--- src/rtl/fpg_pkg.sv ---
package fpg_pkg;

  typedef enum logic [1:0] {
    SEL_SQUARE  = 2'b00,
    SEL_PULSE   = 2'b01,
    SEL_SPARE_A = 2'b10,
    SEL_SPARE_B = 2'b11
  } shape_sel_e;

  typedef enum logic {
    SHAPE_SQUARE = 1'b0,
    SHAPE_PULSE  = 1'b1
  } shape_e;

  function automatic shape_e decode_shape(input logic [1:0] sel);
    return (shape_sel_e'(sel) == SEL_PULSE) ? SHAPE_PULSE : SHAPE_SQUARE;
  endfunction

endpackage

--- src/rtl/fpg_width_reg.sv ---
module fpg_width_reg #(
  parameter int REG_W   = 8,
  parameter int FIELD_W = 4
) (
  input  logic               clk,
  input  logic               rst_n,
  input  logic               wr_en,
  input  logic [REG_W-1:0]   wr_data,
  output logic [FIELD_W-1:0] width_o,
  output logic [REG_W-1:0]   rd_o
);

  localparam logic [FIELD_W-1:0] WIDTH_MIN = FIELD_W'(1);

  logic [FIELD_W-1:0] width_q;
  logic [FIELD_W-1:0] width_d;
  logic [FIELD_W-1:0] field_in;

  assign field_in = wr_data[FIELD_W-1:0];

  always_comb begin
    width_d = width_q;
    if (wr_en) begin
      width_d = (field_in == '0) ? WIDTH_MIN : field_in;
    end
  end

  always_ff @(posedge clk or negedge rst_n) begin
    if (!rst_n) begin
      width_q <= WIDTH_MIN;
    end else if (wr_en) begin
      width_q <= width_d;
    end
  end

  assign width_o = width_q;
  assign rd_o    = {{(REG_W-FIELD_W){1'b0}}, width_q};

  a_r4_never_zero: assert property (@(posedge clk) disable iff (!rst_n)
    width_q != '0);

  a_r4_zero_maps_to_one: assert property (@(posedge clk) disable iff (!rst_n)
    (wr_en && wr_data[FIELD_W-1:0] == '0) |=> (width_o == WIDTH_MIN));

  a_r4_hold_without_strobe: assert property (@(posedge clk) disable iff (!rst_n)
    !wr_en |=> $stable(width_o));

endmodule

--- src/rtl/fpg_period_cnt.sv ---
module fpg_period_cnt #(
  parameter int PERIOD = 64,
  parameter int CNT_W  = 6
) (
  input  logic             clk,
  input  logic             rst_n,
  output logic [CNT_W-1:0] cnt_o,
  output logic             last_o
);

  localparam logic [CNT_W-1:0] CNT_LAST = CNT_W'(PERIOD - 1);

  logic [CNT_W-1:0] cnt_q;
  logic [CNT_W-1:0] cnt_d;

  always_comb begin
    if (cnt_q == CNT_LAST) begin
      cnt_d = '0;
    end else begin
      cnt_d = cnt_q + CNT_W'(1);
    end
  end

  always_ff @(posedge clk or negedge rst_n) begin
    if (!rst_n) begin
      cnt_q <= '0;
    end else begin
      cnt_q <= cnt_d;
    end
  end

  assign cnt_o  = cnt_q;
  assign last_o = (cnt_q == CNT_LAST);

  a_r1_wrap_to_zero: assert property (@(posedge clk) disable iff (!rst_n)
    last_o |=> (cnt_o == '0));

  a_r1_in_range: assert property (@(posedge clk) disable iff (!rst_n)
    cnt_o <= CNT_LAST);

endmodule

--- src/rtl/fpg_shaper.sv ---
module fpg_shaper
  import fpg_pkg::*;
#(
  parameter int PERIOD  = 64,
  parameter int CNT_W   = 6,
  parameter int FIELD_W = 4
) (
  input  logic               clk,
  input  logic               rst_n,
  input  logic               frame_last,
  input  logic [CNT_W-1:0]   cnt_i,
  input  logic [FIELD_W-1:0] width_i,
  input  logic [1:0]         sel_i,
  output logic               out_o
);

  localparam int CMP_W = (CNT_W > FIELD_W) ? CNT_W : FIELD_W;
  localparam logic [CMP_W-1:0] HALF = CMP_W'(PERIOD / 2);

  shape_e             shape_q, shape_d;
  logic [FIELD_W-1:0] act_w_q, act_w_d;
  logic [CMP_W-1:0]   cnt_ext;
  logic [CMP_W-1:0]   w_ext;
  logic               sq_level;
  logic               pu_level;

  always_comb begin
    shape_d = shape_q;
    act_w_d = act_w_q;
    if (frame_last) begin
      shape_d = decode_shape(sel_i);
      act_w_d = width_i;
    end
  end

  always_ff @(posedge clk or negedge rst_n) begin
    if (!rst_n) begin
      shape_q <= SHAPE_SQUARE;
      act_w_q <= FIELD_W'(1);
    end else if (frame_last) begin
      shape_q <= shape_d;
      act_w_q <= act_w_d;
    end
  end

  assign cnt_ext  = CMP_W'(cnt_i);
  assign w_ext    = CMP_W'(act_w_q);
  assign sq_level = (cnt_ext < HALF);
  assign pu_level = (cnt_ext < w_ext);

  always_comb begin
    case (shape_q)
      SHAPE_PULSE: out_o = pu_level;
      default:     out_o = sq_level;
    endcase
  end

  a_r7_width_held_mid_frame: assert property (@(posedge clk) disable iff (!rst_n)
    !frame_last |=> $stable(act_w_q));

  a_r7_shape_held_mid_frame: assert property (@(posedge clk) disable iff (!rst_n)
    !frame_last |=> $stable(shape_q));

  a_r3_pulse_ends_at_width: assert property (@(posedge clk) disable iff (!rst_n)
    ($fell(out_o) && shape_q == SHAPE_PULSE) |-> (cnt_ext == w_ext));

  a_r2_square_ends_at_half: assert property (@(posedge clk) disable iff (!rst_n)
    ($fell(out_o) && shape_q == SHAPE_SQUARE) |-> (cnt_ext == HALF));

endmodule

--- src/rtl/frame_pulse_gen.sv ---
module frame_pulse_gen
  import fpg_pkg::*;
#(
  parameter int CLK_HZ   = 512000,
  parameter int FRAME_HZ = 8000,
  parameter int REG_W    = 8,
  parameter int FIELD_W  = 4
) (
  input  logic             clk_sync,
  input  logic             rst_n,
  input  logic             wr_en,
  input  logic [REG_W-1:0] wr_data,
  input  logic [1:0]       shape_sel,
  output logic [REG_W-1:0] width_rd,
  output logic             frame_out
);

  localparam int PERIOD = CLK_HZ / FRAME_HZ;
  localparam int CNT_W  = (PERIOD > 2) ? $clog2(PERIOD) : 1;

  logic [1:0]         rst_sync_q;
  logic               rst_int_n;
  logic [CNT_W-1:0]   cnt;
  logic               frame_last;
  logic [FIELD_W-1:0] width_st;

  always_ff @(posedge clk_sync or negedge rst_n) begin
    if (!rst_n) begin
      rst_sync_q <= 2'b00;
    end else begin
      rst_sync_q <= {rst_sync_q[0], 1'b1};
    end
  end

  assign rst_int_n = rst_sync_q[1];

  fpg_width_reg #(
    .REG_W   (REG_W),
    .FIELD_W (FIELD_W)
  ) u_width (
    .clk     (clk_sync),
    .rst_n   (rst_int_n),
    .wr_en   (wr_en),
    .wr_data (wr_data),
    .width_o (width_st),
    .rd_o    (width_rd)
  );

  fpg_period_cnt #(
    .PERIOD (PERIOD),
    .CNT_W  (CNT_W)
  ) u_cnt (
    .clk    (clk_sync),
    .rst_n  (rst_int_n),
    .cnt_o  (cnt),
    .last_o (frame_last)
  );

  fpg_shaper #(
    .PERIOD  (PERIOD),
    .CNT_W   (CNT_W),
    .FIELD_W (FIELD_W)
  ) u_shape (
    .clk        (clk_sync),
    .rst_n      (rst_int_n),
    .frame_last (frame_last),
    .cnt_i      (cnt),
    .width_i    (width_st),
    .sel_i      (shape_sel),
    .out_o      (frame_out)
  );

  a_r1_frame_start_high: assert property (@(posedge clk_sync) disable iff (!rst_int_n)
    frame_last |=> frame_out);

  a_r1_frame_end_low: assert property (@(posedge clk_sync) disable iff (!rst_int_n)
    frame_last |-> !frame_out);

  a_r5_reserved_zero: assert property (@(posedge clk_sync) disable iff (!rst_int_n)
    $past(wr_en) |-> (width_rd[REG_W-1:FIELD_W] == '0));

endmodule

--- config.mk ---
export PLATFORM = sky130hd
export DESIGN_NAME = frame_pulse_gen
export DESIGN_NICKNAME = d
export VERILOG_FILES = /design/src/rtl/fpg_pkg.sv /design/src/rtl/fpg_width_reg.sv /design/src/rtl/fpg_period_cnt.sv /design/src/rtl/fpg_shaper.sv /design/src/rtl/frame_pulse_gen.sv
export SDC_FILE = /design/constraint.sdc
export NUM_CORES = 1
export LEC_CHECK = 0
export ABC_CLOCK_PERIOD_IN_PS = 1400
export BUFFER_PORTS_ARGS = -buffer_cell sky130_fd_sc_hd__buf_2
export CAP_MARGIN = 20
export CORE_AREA = 2 2 44 46
export CTS_CLUSTER_SIZE = 12
export DETAILED_ROUTE_END_ITERATION = 6
export DIE_AREA = 0 0 46 48
export PLACE_DENSITY = 0.76
export SLEW_MARGIN = 20
export SYNTH_ARGS = -nofsm -noshare
export SYNTH_HDL_FRONTEND = slang
export SYNTH_SLANG_ARGS = --single-unit
--- constraint.sdc ---
create_clock -name clk_sync -period 1.4 [get_ports clk_sync]
set_input_delay 0 -clock clk_sync [delete_from_list [all_inputs] [get_ports clk_sync]]
set_output_delay 0 -clock clk_sync [all_outputs]
set_load 0.005 [all_outputs]
==> out/qor.csv <==
stage,metric,value,unit
synthesis,synth_area,803,um2
synthesis,synth_async_sr_flop_share,100,%
timing,drv_slew,0,
routing,drcViolationCount,0,
power,p_sw,0.000183,W
routing,drt_iter0_drc,3,
hold_path,hold_class,in -> async,
place,dpl_cell_area,901,um2
critical_path,crit_start,u_cnt.cnt_o[3]$_DFF_PN0_,
cts,clkLatencyLatePin,280,ps
power,ir_worst_vdd,0.000606,V
timing,grt_setup_unrepaired,yes,
timing,max_clock_freq,624,MHz
critical_path,ff2ff_path_depth,6,
synthesis,synth_top_area_share,46.7,%
cells_and_area,antenna_cells,0,
power,p_leak,0.514,nW
cts,cts_tree,built,
cells_and_area,area_growth,30.8,%
global_route,grt_max_degree,16,
power,clockPowerShare,29.5,%
run_status,violations,negative setup slack,
global_route,grt_pass1_vias,565,
critical_path,max_stage_delay,400,ps
cts,clk_path_buf_depth,2,
power,p_seq_share,62.3,%
die,die_w,46,um
critical_path,endpoint_kind,output port,
cts,clk_pin_slew,90,ps
die,dieArea,2210,um2
die,core,1690,um2
place,hpwl,953,um
cts,cts_buffers,3,
place,port_buffers,13,
routing,num_vias,566,
synthesis,synth_edf_count,0,
timing,worst_clock_skew,1.75,ps
critical_path,worst_ep_required_time,1400,ps
synthesis,yosysTopAreaCell,dfrtp_1,
global_route,grt_antenna_before_repair,0,
critical_path,arrival,1600,ps
global_route,grt_use_total,14.8,%
critical_path,r2r_slack,20,ps
critical_path,cp-start-kind,flop,
routing,drt-wirelength-per-cell,12.5,um
die,rows,15,
critical_path,critPathKind,reg -> out,
timing,post-route-period-util,114,%
routing,routed_wl,1410,um
routing,drt_pass1_iterations,3,
die,ios,22,
die,start_util,47.6,%
synthesis,synthCells,64,
routing,final_antenna_net_count,0,
place,routabilityCongestion,0.748,
timing,finalHoldViolations,0,
timing,setup_violations,1,
global_route,grt_pass1_wl,2300,um
power,swShare,21.6,%
synthesis,synthDistinctLibCells,24,
synthesis,syn_area_per_cell,12.6,um2
global_route,grt-ovfl-total,0,
power,p_int,0.000662,W
critical_path,r2r_end,u_shape.act_w_q[1]$_DFFE_PN0N_,
cts,htree_levels,1,
cts,root_buffer,clkbuf_4,
synthesis,yosys_warnings,0,
timing,fin_crit,1600,ps
synthesis,synthFlopType,dfrtp_1,
timing,slew-limit-headroom,62.3,%
synthesis,synthTopCellsByArea,"dfrtp_1 (47%), mux2_4 (7.5%), dfstp_2 (6.5%), ha_1 (6.2%), mux2_2 (4.2%)",
cells_and_area,final_nets,114,
power,combPwrFrac,8.2,%
synthesis,synth-seq-cells,17,
routing,routed_via_density,5.01,
cells_and_area,drive_gt1_share,39.6,%
critical_path,crit_fanout,2,
timing,setup_slack,-202,ps
critical_path,crit_chain,"ha_1, a211o_1, a21oi_2, o21a_1, buf_2",
critical_path,rr_startpoint,u_cnt.cnt_o[3]$_DFF_PN0_,
die,die_h,48,um
power,power_density,804,nW/um2
timing,fin_tns_setup,-202,ps
run_status,status,finished with violations,
cts,cts_sinks,17,
flow_run,maxCapViolations,0,
timing,worst_slew_pin_slew,565,ps
synthesis,ys_seq_area_share,53.3,%
critical_path,slowest_stage,dfrtp_1,
synthesis,yosysMostFrequentCell,dfrtp_1,
cells_and_area,finish.instance_area,1050,um2
-- metal layers --
| layer | part of all wire (%) | routed length, um | global-route usage [%] |
|---|---|---|---|
| met5 | 0 | 0 | 0 |
| met4 | 1.3 | 18 | 8.00 |
| met3 | 3.2 | 45 | 4.53 |
| met2 | 51 | 715 | 22.8 |
| met1 | 45 | 630 | 18.8 |
-- layout by cell type (no fill, tap or decap), drive strengths merged, types with 4 or more instances in the layout --
cell          n
clkbuf        4
dlygate4sd3   8
mux2          7
ha            4
conb          5
buf          21
nor2          5
inv           4
a21oi         4
dfrtp        15
-- sequential cells by signal, summed over array words and instances, names as in the netlist --
name,cells
u_width.width_o,4
u_cnt.cnt_o,6
rst_sync_q,2
u_shape.shape_q,1
u_shape.act_w_q,4
-- cells by family (layout without fill, tap and decap cells) --
| family | after synthesis | in the layout | share of synthesized area, % |
|---|---|---|---|
| flip-flops | 17 | 17 | 53.3 |
| AND/OR/NAND/NOR | 13 | 13 | 11.2 |
| adder cells (fa/ha/maj) | 4 | 4 | 6.23 |
| other | 2 | 5 | 0.935 |
| XOR/XNOR | 3 | 3 | 3.27 |
| AO/OA/AOI/OAI | 10 | 10 | 7.79 |
| multiplexers | 7 | 7 | 11.7 |
| buffers and inverters | 8 | 37 | 5.61 |
-- power by group through the flow --
stage | Combinational (W) | Clock [W] | Sequential [W]
6_report | 0.0000693 | 0.000249 | 0.000527
3_5_place_dp | 0.0000469 | 0 | 0.000537
2_1_floorplan | 0.0000259 | 0 | 0.000534
3_3_place_gp | 0.0000453 | 0 | 0.000536
4_1_cts | 0.0000663 | 0.000259 | 0.000527
5_1_grt | 0.0000762 | 0.000292 | 0.000531
-- area by class of cell --
class	count	area, um2
Fill cell	139	638
Sequential cell	17	429
Multi-Input combinational cell	42	350
Timing Repair Buffer	29	209
Clock buffer	4	26.3
Tap cell	17	21.3
Inverter	4	15.0
-- how the worst max path moves through the flow --
| stage | depth (start not counted) | slack, ps | endpoint |
|---|---|---|---|
| after global routing | 5 | -280 | frame_out |
| after global placement | 5 | 100 | frame_out |
| after detailed placement | 5 | 60 | frame_out |
| final | 5 | -200 | frame_out |
| after CTS | 5 | -210 | frame_out |
| after floorplan | 4 | 40 | u_shape.act_w_q[1]$_DFFE_PN0N_ |
-- worst max-delay path, delay by kind of cell (launching register included) --
kind                       cells  cell delay, ps
adders and majority gates      1             310
AOI/OAI and AO/OA              3             520
DFF                            1             400
buffers and inverters          1             100
-- timing repair --
item / in CTS / in global routing
cloned: 0 / 0
gates resized for setup: 2 / 2
hold buffers: 8 / 0
endpoints found under the setup margin: 1 / 2
pin swaps: 1 / 2
endpoints found under the hold margin: 7 / 0
buffers inserted: 2 / 2
-- stage by stage --
step	instances	worst slack [ps]	power [W]	util (%)	hold slack, ps
global route	113	-278	0.000899	62.2	4.68
CTS	111	-206	0.000852	60.8	8.61
detailed placement	97	58.6	0.000584	53.3	-214
global placement	97	98.2	0.000582	53.3	-215
floorplan	67	43.7	0.000560	-	-296
finish	113	-202	0.000845	62.2	19.4
Note: power is estimated with default switching activity, not from simulation.
